$ cat config.mk
export PLATFORM = sky130hd
export DESIGN_NAME = sense_spi_target
export DESIGN_NICKNAME = d
export VERILOG_FILES = /design/src/rtl/sense_spi_pkg.sv /design/src/rtl/sense_spi_ctrl.sv /design/src/rtl/sense_spi_regs.sv /design/src/rtl/sense_spi_target.sv
export SDC_FILE = /design/constraint.sdc
export NUM_CORES = 1
export LEC_CHECK = 0
export BUFFER_PORTS_ARGS = -buffer_cell sky130_fd_sc_hd__clkbuf_2
export CAP_MARGIN = 10
export CORE_AREA = 2 2 155 157
export DETAILED_ROUTE_END_ITERATION = 7
export DIE_AREA = 0 0 157 159
export SLEW_MARGIN = 0
export SYNTH_ARGS = -nofsm -noshare
export SYNTH_HDL_FRONTEND = slang
export SYNTH_SLANG_ARGS = --single-unit
$ cat constraint.sdc
create_clock -name clk -period 5.25 [get_ports clk]
set_input_delay 1.05 -clock clk [delete_from_list [all_inputs] [get_ports clk]]
set_output_delay 1.05 -clock clk [all_outputs]
set_load 0.05 [all_outputs]
$ cat src/rtl/sense_spi_pkg.sv
package sense_spi_pkg;

  localparam int ADDR_W = 7;
  localparam int WORD_W = 16;
  localparam int SHIFT_W = 32;

  localparam logic [ADDR_W-1:0] ADDR_CTRL        = 7'h02;
  localparam logic [ADDR_W-1:0] ADDR_SENSE       = 7'h04;
  localparam logic [ADDR_W-1:0] ADDR_STATUS_BASE = 7'h10;
  localparam logic [ADDR_W-1:0] ADDR_THR_GND     = 7'h3A;
  localparam logic [ADDR_W-1:0] ADDR_THR_SUP     = 7'h3C;
  localparam logic [ADDR_W-1:0] ADDR_BURST       = 7'h78;

  localparam logic [WORD_W-1:0] THR_DEFAULT = 16'h0206;

  // strobes from the serial control to the register datapath
  typedef struct packed {
    logic              csIdle;
    logic              loadRd;
    logic              wrEn;
    logic              shiftTx;
    logic [ADDR_W-1:0] addr;
    logic [WORD_W-1:0] wdata;
  } strobe_t;

  function automatic logic isWordReg(input logic [ADDR_W-1:0] a);
    return (a == ADDR_THR_GND) || (a == ADDR_THR_SUP);
  endfunction

  function automatic logic isWritable(input logic [ADDR_W-1:0] a);
    return (a == ADDR_CTRL) || (a == ADDR_SENSE) || isWordReg(a);
  endfunction

endpackage

$ cat src/rtl/sense_spi_ctrl.sv
module sense_spi_ctrl
  import sense_spi_pkg::*;
(
  input  logic    clk,
  input  logic    rstN,
  input  logic    sclk,
  input  logic    csN,
  input  logic    mosi,
  output strobe_t st
);

  logic [2:0] syncA, syncB;
  logic       sclkPrev;
  logic       csS, sclkS, mosiS;
  logic       rise, fall;
  logic [2:0] bitCnt;
  logic [1:0] byteIdx;
  logic [6:0] rxShift;
  logic [7:0] rxByte;
  logic       cmdRead;
  logic [ADDR_W-1:0] addrReg;
  logic [7:0] hiByte;

  assign csS    = syncB[2];
  assign sclkS  = syncB[1];
  assign mosiS  = syncB[0];
  assign rise   = sclkS & ~sclkPrev & ~csS;
  assign fall   = ~sclkS & sclkPrev & ~csS;
  assign rxByte = {rxShift, mosiS};

  always_ff @(posedge clk or negedge rstN) begin
    if (!rstN) begin
      syncA    <= 3'b100;
      syncB    <= 3'b100;
      sclkPrev <= 1'b0;
      bitCnt   <= '0;
      byteIdx  <= '0;
      rxShift  <= '0;
      cmdRead  <= 1'b0;
      addrReg  <= '0;
      hiByte   <= '0;
      st       <= '{csIdle: 1'b1, default: '0};
    end else begin
      syncA      <= {csN, sclk, mosi};
      syncB      <= syncA;
      sclkPrev   <= sclkS;
      st.loadRd  <= 1'b0;
      st.wrEn    <= 1'b0;
      st.shiftTx <= fall;
      st.csIdle  <= csS;
      if (csS) begin
        bitCnt  <= '0;
        byteIdx <= '0;
        rxShift <= '0;
      end else if (rise) begin
        rxShift <= rxByte[6:0];
        bitCnt  <= bitCnt + 3'd1;
        if (bitCnt == 3'd7) begin
          if (byteIdx != 2'd3) byteIdx <= byteIdx + 2'd1;
          case (byteIdx)
            2'd0: begin
              cmdRead <= rxByte[7];
              addrReg <= rxByte[6:0];
              if (rxByte[7]) begin
                st.loadRd <= 1'b1;
                st.addr   <= rxByte[6:0];
              end
            end
            2'd1: begin
              if (!cmdRead) begin
                if (isWordReg(addrReg)) begin
                  hiByte <= rxByte;
                end else begin
                  st.wrEn  <= 1'b1;
                  st.addr  <= addrReg;
                  st.wdata <= {8'h00, rxByte};
                end
              end
            end
            2'd2: begin
              if (!cmdRead && isWordReg(addrReg)) begin
                st.wrEn  <= 1'b1;
                st.addr  <= addrReg;
                st.wdata <= {hiByte, rxByte};
              end
            end
            default: ;
          endcase
        end
      end
    end
  end

  AST_ONE_ACTION: assert property (@(posedge clk) disable iff (!rstN)
    $onehot0({st.loadRd, st.wrEn, st.shiftTx}));

  AST_ABORT_NO_WRITE: assert property (@(posedge clk) disable iff (!rstN)
    csS |=> !st.wrEn);

  AST_READ_NO_WRITE: assert property (@(posedge clk) disable iff (!rstN)
    (cmdRead && byteIdx != 2'd0) |-> !st.wrEn);

endmodule

$ cat src/rtl/sense_spi_regs.sv
module sense_spi_regs
  import sense_spi_pkg::*;
#(
  parameter int NUM_INPUTS = 32
) (
  input  logic                  clk,
  input  logic                  rstN,
  input  strobe_t               st,
  input  logic [NUM_INPUTS-1:0] inState,
  output logic                  miso
);

  localparam int NUM_BANKS = NUM_INPUTS / 8;

  logic [1:0]           ctrlReg;
  logic [NUM_BANKS-1:0] senseSel;
  logic [WORD_W-1:0]    thrGnd, thrSup;
  logic [SHIFT_W-1:0]   statusWide;
  logic [SHIFT_W-1:0]   rdValue;
  logic [SHIFT_W-1:0]   txShift;
  logic                 misoReg;
  logic [7:0]           statusByte [NUM_BANKS];

  always_comb begin
    statusWide = '0;
    statusWide[NUM_INPUTS-1:0] = inState;
  end

  for (genvar b = 0; b < NUM_BANKS; b++) begin : g_bank
    assign statusByte[b] = statusWide[8*b +: 8];
  end

  // register file with self-held soft reset
  always_ff @(posedge clk or negedge rstN) begin
    if (!rstN) begin
      ctrlReg  <= '0;
      senseSel <= '0;
      thrGnd   <= THR_DEFAULT;
      thrSup   <= THR_DEFAULT;
    end else begin
      if (st.wrEn && st.addr == ADDR_CTRL) ctrlReg <= st.wdata[1:0];
      if (ctrlReg[1]) begin
        senseSel <= '0;
        thrGnd   <= THR_DEFAULT;
        thrSup   <= THR_DEFAULT;
      end else if (st.wrEn) begin
        case (st.addr)
          ADDR_SENSE:   senseSel <= st.wdata[NUM_BANKS-1:0];
          ADDR_THR_GND: thrGnd   <= st.wdata;
          ADDR_THR_SUP: thrSup   <= st.wdata;
          default: ;
        endcase
      end
    end
  end

  // read value, left aligned for MSB-first shifting
  always_comb begin
    rdValue = '0;
    case (st.addr)
      ADDR_CTRL:    rdValue[31:24] = {6'b0, ctrlReg};
      ADDR_SENSE:   rdValue[31:24] = 8'(senseSel);
      ADDR_THR_GND: rdValue[31:16] = thrGnd;
      ADDR_THR_SUP: rdValue[31:16] = thrSup;
      ADDR_BURST:   rdValue = statusWide;
      default: ;
    endcase
    for (int b = 0; b < NUM_BANKS; b++) begin
      if (st.addr == ADDR_STATUS_BASE + 7'(2 * b)) rdValue[31:24] = statusByte[b];
    end
  end

  always_ff @(posedge clk or negedge rstN) begin
    if (!rstN) begin
      txShift <= '0;
      misoReg <= 1'b0;
    end else if (st.csIdle) begin
      txShift <= '0;
      misoReg <= 1'b0;
    end else if (st.loadRd) begin
      txShift <= rdValue;
    end else if (st.shiftTx) begin
      misoReg <= txShift[SHIFT_W-1];
      txShift <= {txShift[SHIFT_W-2:0], 1'b0};
    end
  end

  assign miso = misoReg;

  AST_MISO_QUIET: assert property (@(posedge clk) disable iff (!rstN)
    st.csIdle |=> !miso);

  AST_SRST_HOLD: assert property (@(posedge clk) disable iff (!rstN)
    ctrlReg[1] |=> (senseSel == '0 && thrGnd == THR_DEFAULT && thrSup == THR_DEFAULT));

  AST_UNMAPPED_WRITE: assert property (@(posedge clk) disable iff (!rstN)
    (st.wrEn && !isWritable(st.addr) && !ctrlReg[1]) |=>
      ($stable(ctrlReg) && $stable(senseSel) && $stable(thrGnd) && $stable(thrSup)));

  AST_BURST_SNAPSHOT: assert property (@(posedge clk) disable iff (!rstN)
    (st.loadRd && !st.csIdle && st.addr == ADDR_BURST) |=> (txShift == $past(statusWide)));

endmodule

$ cat src/rtl/sense_spi_target.sv
module sense_spi_target
  import sense_spi_pkg::*;
#(
  parameter int NUM_INPUTS = 32
) (
  input  logic                  clk,
  input  logic                  rstN,
  input  logic                  sclk,
  input  logic                  csN,
  input  logic                  mosi,
  output logic                  miso,
  input  logic [NUM_INPUTS-1:0] inState
);

  strobe_t st;

  sense_spi_ctrl u_ctrl (
    .clk  (clk),
    .rstN (rstN),
    .sclk (sclk),
    .csN  (csN),
    .mosi (mosi),
    .st   (st)
  );

  sense_spi_regs #(.NUM_INPUTS(NUM_INPUTS)) u_regs (
    .clk     (clk),
    .rstN    (rstN),
    .st      (st),
    .inState (inState),
    .miso    (miso)
  );

endmodule

==> impl_metrics.csv <==
group,metric,value,unit
outcome,outcome,"complete, no violations",
routing,drt-met1-wl,8.18,mm
critical_path,worstSetupPathType,"register to register",
sta,slew_headroom,0.207,
critical_path,reg2regPathDepth,4,
sta,period_minus_slack,2.84,ns
power_and_ir_drop,vdd_drop_max,0.000150,V
floorplan,io-pin-count,38,
routing,wl_per_cell,16.8,um
critical_path,startpoint_type,"register",
placement,dp_cells,987,
clocking,clk_latency,0.42,ns
logic_synthesis,synth_seq_cells,133,
critical_path,crit_required,5.54,ns
routing,top_layer,"met4",
sta,fmax,0.352,GHz
sta,rsz0062_at_grt,"no",
layout,drive_gt1_frac,0.186,
floorplan,num_rows,56,
critical_path,regToRegSetupSlack,2.41,ns
floorplan,dieArea,25000,um2
routing,initialDrtViolationCount,429,
clocking,cts_resized,0,
logic_synthesis,synth_edf_count,0,
global_routing,grt_remaining_overflow,0,
layout,num_antenna_cells,0,
clocking,clk_pin_slew,0.05,ns
routing,ant_nets,0,
layout,layout.nets,731,
sta,finalSetupTns,0,ns
clocking,cts_setup_buffers,0,
layout,syn2layout_area_growth,14.3,%
logic_synthesis,synth.area.top_cells,"dfrtp_1 47%, nand2_1 6.6%, mux2_2 6.3%",
critical_path,endpoint,"u_regs.thrGnd[10]",
layout,fillerInstances,2357,
logic_synthesis,synth_cell_types,56,
clocking,ctsHtreeMaxLevel,4,
clocking,clockRootBuffer,"clkbuf_16",
sta,drv_slew,0,
routing,wl,17.1,mm
global_routing,grt_pass1_wl,27.0,mm
logic_synthesis,async_reset_ff_frac,1.00,
critical_path,rr_endpoint,"u_regs.thrGnd[10]",
logic_synthesis,synth_warnings,0,
critical_path,slowest_delay,0.83,ns
critical_path,endpoint_kind,"register",
global_routing,grt_use_total,0.140,
power_and_ir_drop,p_per_area,292,nW/um2
floorplan,die_h,159,um
logic_synthesis,syn-instance-count,673,
critical_path,cp_top_family,"simple AND/OR/NAND/NOR gates",
logic_synthesis,netlist.area_leader.share,0.469,
routing,drc,0,
sta,fin_skew,0.00593,ns
sta,tightest_slew,1.18,ns
placement,gp_congestion,0.851,
logic_synthesis,synth-seq-area-share,0.505,
clocking,cts_buffers,17,
routing,via_per_inst,4.97,
sta,hold_violations,0,
placement,port_buffers,37,
placement,place_hpwl,11.9,mm
logic_synthesis,synth_area,6620,um2
clocking,cts_tree,"yes",
critical_path,cp-startpoint,"u_ctrl.st[17]",
routing,first_pass_iters,5,
routing,num_vias,5064,
floorplan,core,23200,um2
clocking,postCtsHoldBufs,0,
placement,dpl-instance-area,7030,um2
clocking,clk_path_buf_depth,2,
critical_path,reg2reg_from,"u_ctrl.st[17]",
clocking,cts.sinks,133,
layout,stdcell_count,1019,
critical_path,cp.buffers_inverters,0,
critical_path,slowest_stage,"nor2b_1",
sta,setup_viol,0,
floorplan,die_w,157,um
critical_path,cp_num_cells,4,
logic_synthesis,yosys.area.top_type,"dfrtp_1",
logic_synthesis,synth-main-ff-cell,"dfrtp_1",
critical_path,critPathArrivalTime,3.13,ns
floorplan,initial_utilization,0.285,
logic_synthesis,syn_nets,717,
routing,met2_length,7.60,mm
global_routing,grt_max_degree,94,
sta,fin_crit_sh,0.541,
power_and_ir_drop,p_leak,3.25,nW
layout,final_cell_area,7560,um2
global_routing,grt_pass1_vias,4858,
critical_path,crit_path_cell_trace,"nor2b_1 -> nand4_1 -> nand2_1 -> a21oi_1",
critical_path,cp_max_fo,26,
hold_path,hold_path_class,"register to register",
global_routing,antenna_found_initial,0,
layout,final_core_util,0.326,
logic_synthesis,postSynthAreaPerCell,9.83,um2
routing,met3_length,993,um
power_and_ir_drop,power.total,2.21,mW
run,maxCapViolCount,0,
-- sequential cells by signal, summed over array words and instances (netlist names), 2 cells and up --
name,flops
u_regs.txShift,32
u_regs.ctrlReg,2
u_ctrl.hiByte,8
u_ctrl.bitCnt,3
u_ctrl.syncA,3
u_ctrl.addrReg,7
u_ctrl.byteIdx,2
u_ctrl.st,27
u_regs.thrSup,16
u_regs.thrGnd,16
u_regs.senseSel,4
u_ctrl.syncB,3
u_ctrl.rxShift,7
-- cell usage after synthesis (2+ instances only) --
cell type    n
a211o_1      3
a211oi_1     5
a21oi_1     79
a221o_1      3
a22o_1       8
a22oi_1     19
a2bb2oi_1    3
a31oi_1      3
and2_1       3
and3_1       2
buf_2        9
buf_4        4
clkbuf_1    30
dfrtp_1    124
dfstp_2      9
ha_1         7
inv_1        9
mux2_2      37
mux2_4       3
mux2i_1     19
nand2_1    117
nand2b_1     4
nand3_1      5
nand3b_1    13
nand4_1      6
nand4b_1     2
nor2_1      39
nor2_2       2
nor2b_1     23
nor3_1       4
nor3b_1      2
o211ai_1     5
o21ai_0     28
o21bai_1     2
o221a_2      3
o221ai_1     2
o22ai_1     13
or3_1        4
xnor2_1      3
-- layer usage --
metal,GRT usage,vias to the layer above
met5,0,-
met4,0.0505,0
met3,0.0392,27
met2,0.203,138
met1,0.200,2482
li1,-,2417
-- power breakdown --
group	internal (mW)	leakage [nW]	switching, mW	total [mW]
logic	0.0207	1.19	0.0499	0.0706
registers	1.03	1.81	0.00942	1.04
clock network	0.660	0.257	0.432	1.09
total	1.71	3.25	0.492	2.21
-- cells by family (layout without fill, tap and decap cells) --
logic type | after synthesis | after routing | share of synthesized area
AND/OR/NAND/NOR | 238 | 238 | 0.178
flip-flops | 133 | 133 | 0.505
XOR/XNOR | 3 | 3 | 0.00397
AO/OA/AOI/OAI | 178 | 178 | 0.165
adder cells (fa/ha/maj) | 7 | 7 | 0.0132
buffers and inverters | 55 | 82 | 0.0371
multiplexers | 59 | 59 | 0.0985
-- how the worst min path moves through the flow --
stage / slack [ns] / depth (start not counted) / from / to
final: 0.35 / 0 / u_ctrl.syncA[0] / u_ctrl.syncB[0]
after global routing: 0.36 / 0 / u_ctrl.syncA[0] / u_ctrl.syncB[0]
after CTS: 0.35 / 0 / u_ctrl.syncA[0] / u_ctrl.syncB[0]
after detailed placement: 0.34 / 0 / u_ctrl.syncA[0] / u_ctrl.syncB[0]
after global placement: 0.33 / 0 / u_ctrl.syncA[0] / u_ctrl.syncB[0]
after floorplan: 0.33 / 0 / u_ctrl.syncA[0] / u_ctrl.syncB[0]
-- area by class of cell --
cell class              count  area, um2  share of cell area
clock buffers              23        458              0.0605
multi-input cells         485       3030               0.401
repair buffers             41        221              0.0293
well taps                 319        399              0.0528
flip-flops and latches    133       3340               0.441
inverters                   9       33.8             0.00447
clock inverters             9       81.3              0.0108
-- per-stage QoR --
stage | setup WS (ns) | hold slack, ns
6_report | 2.41 | 0.347
5_1_grt | 2.10 | 0.357
4_1_cts | 2.45 | 0.349
3_5_place_dp | 2.47 | 0.336
3_3_place_gp | 2.54 | 0.334
2_1_floorplan | 3.24 | 0.331
-- placed cells by master (no fill, tap or decap), types with 4 or more instances in the layout --
master and count:
buf_4 4, mux2_2 37, ha_1 7, mux2i_1 19
inv_1 9, nor2_1 39, o211ai_1 5, nand2b_1 4
a22o_1 8, nand2_1 117, dfstp_2 9, clkbuf_16 17
nand3_1 5, clkinv_2 4, nor3_1 4, nand3b_1 13
nand4_1 6, clkbuf_2 36, dfrtp_1 124, a211oi_1 5
nor2b_1 23, a22oi_1 19, o21ai_0 28, a21oi_1 79
or3_1 4, clkbuf_1 5, o22ai_1 13
Power figures use the tool's default switching activity.
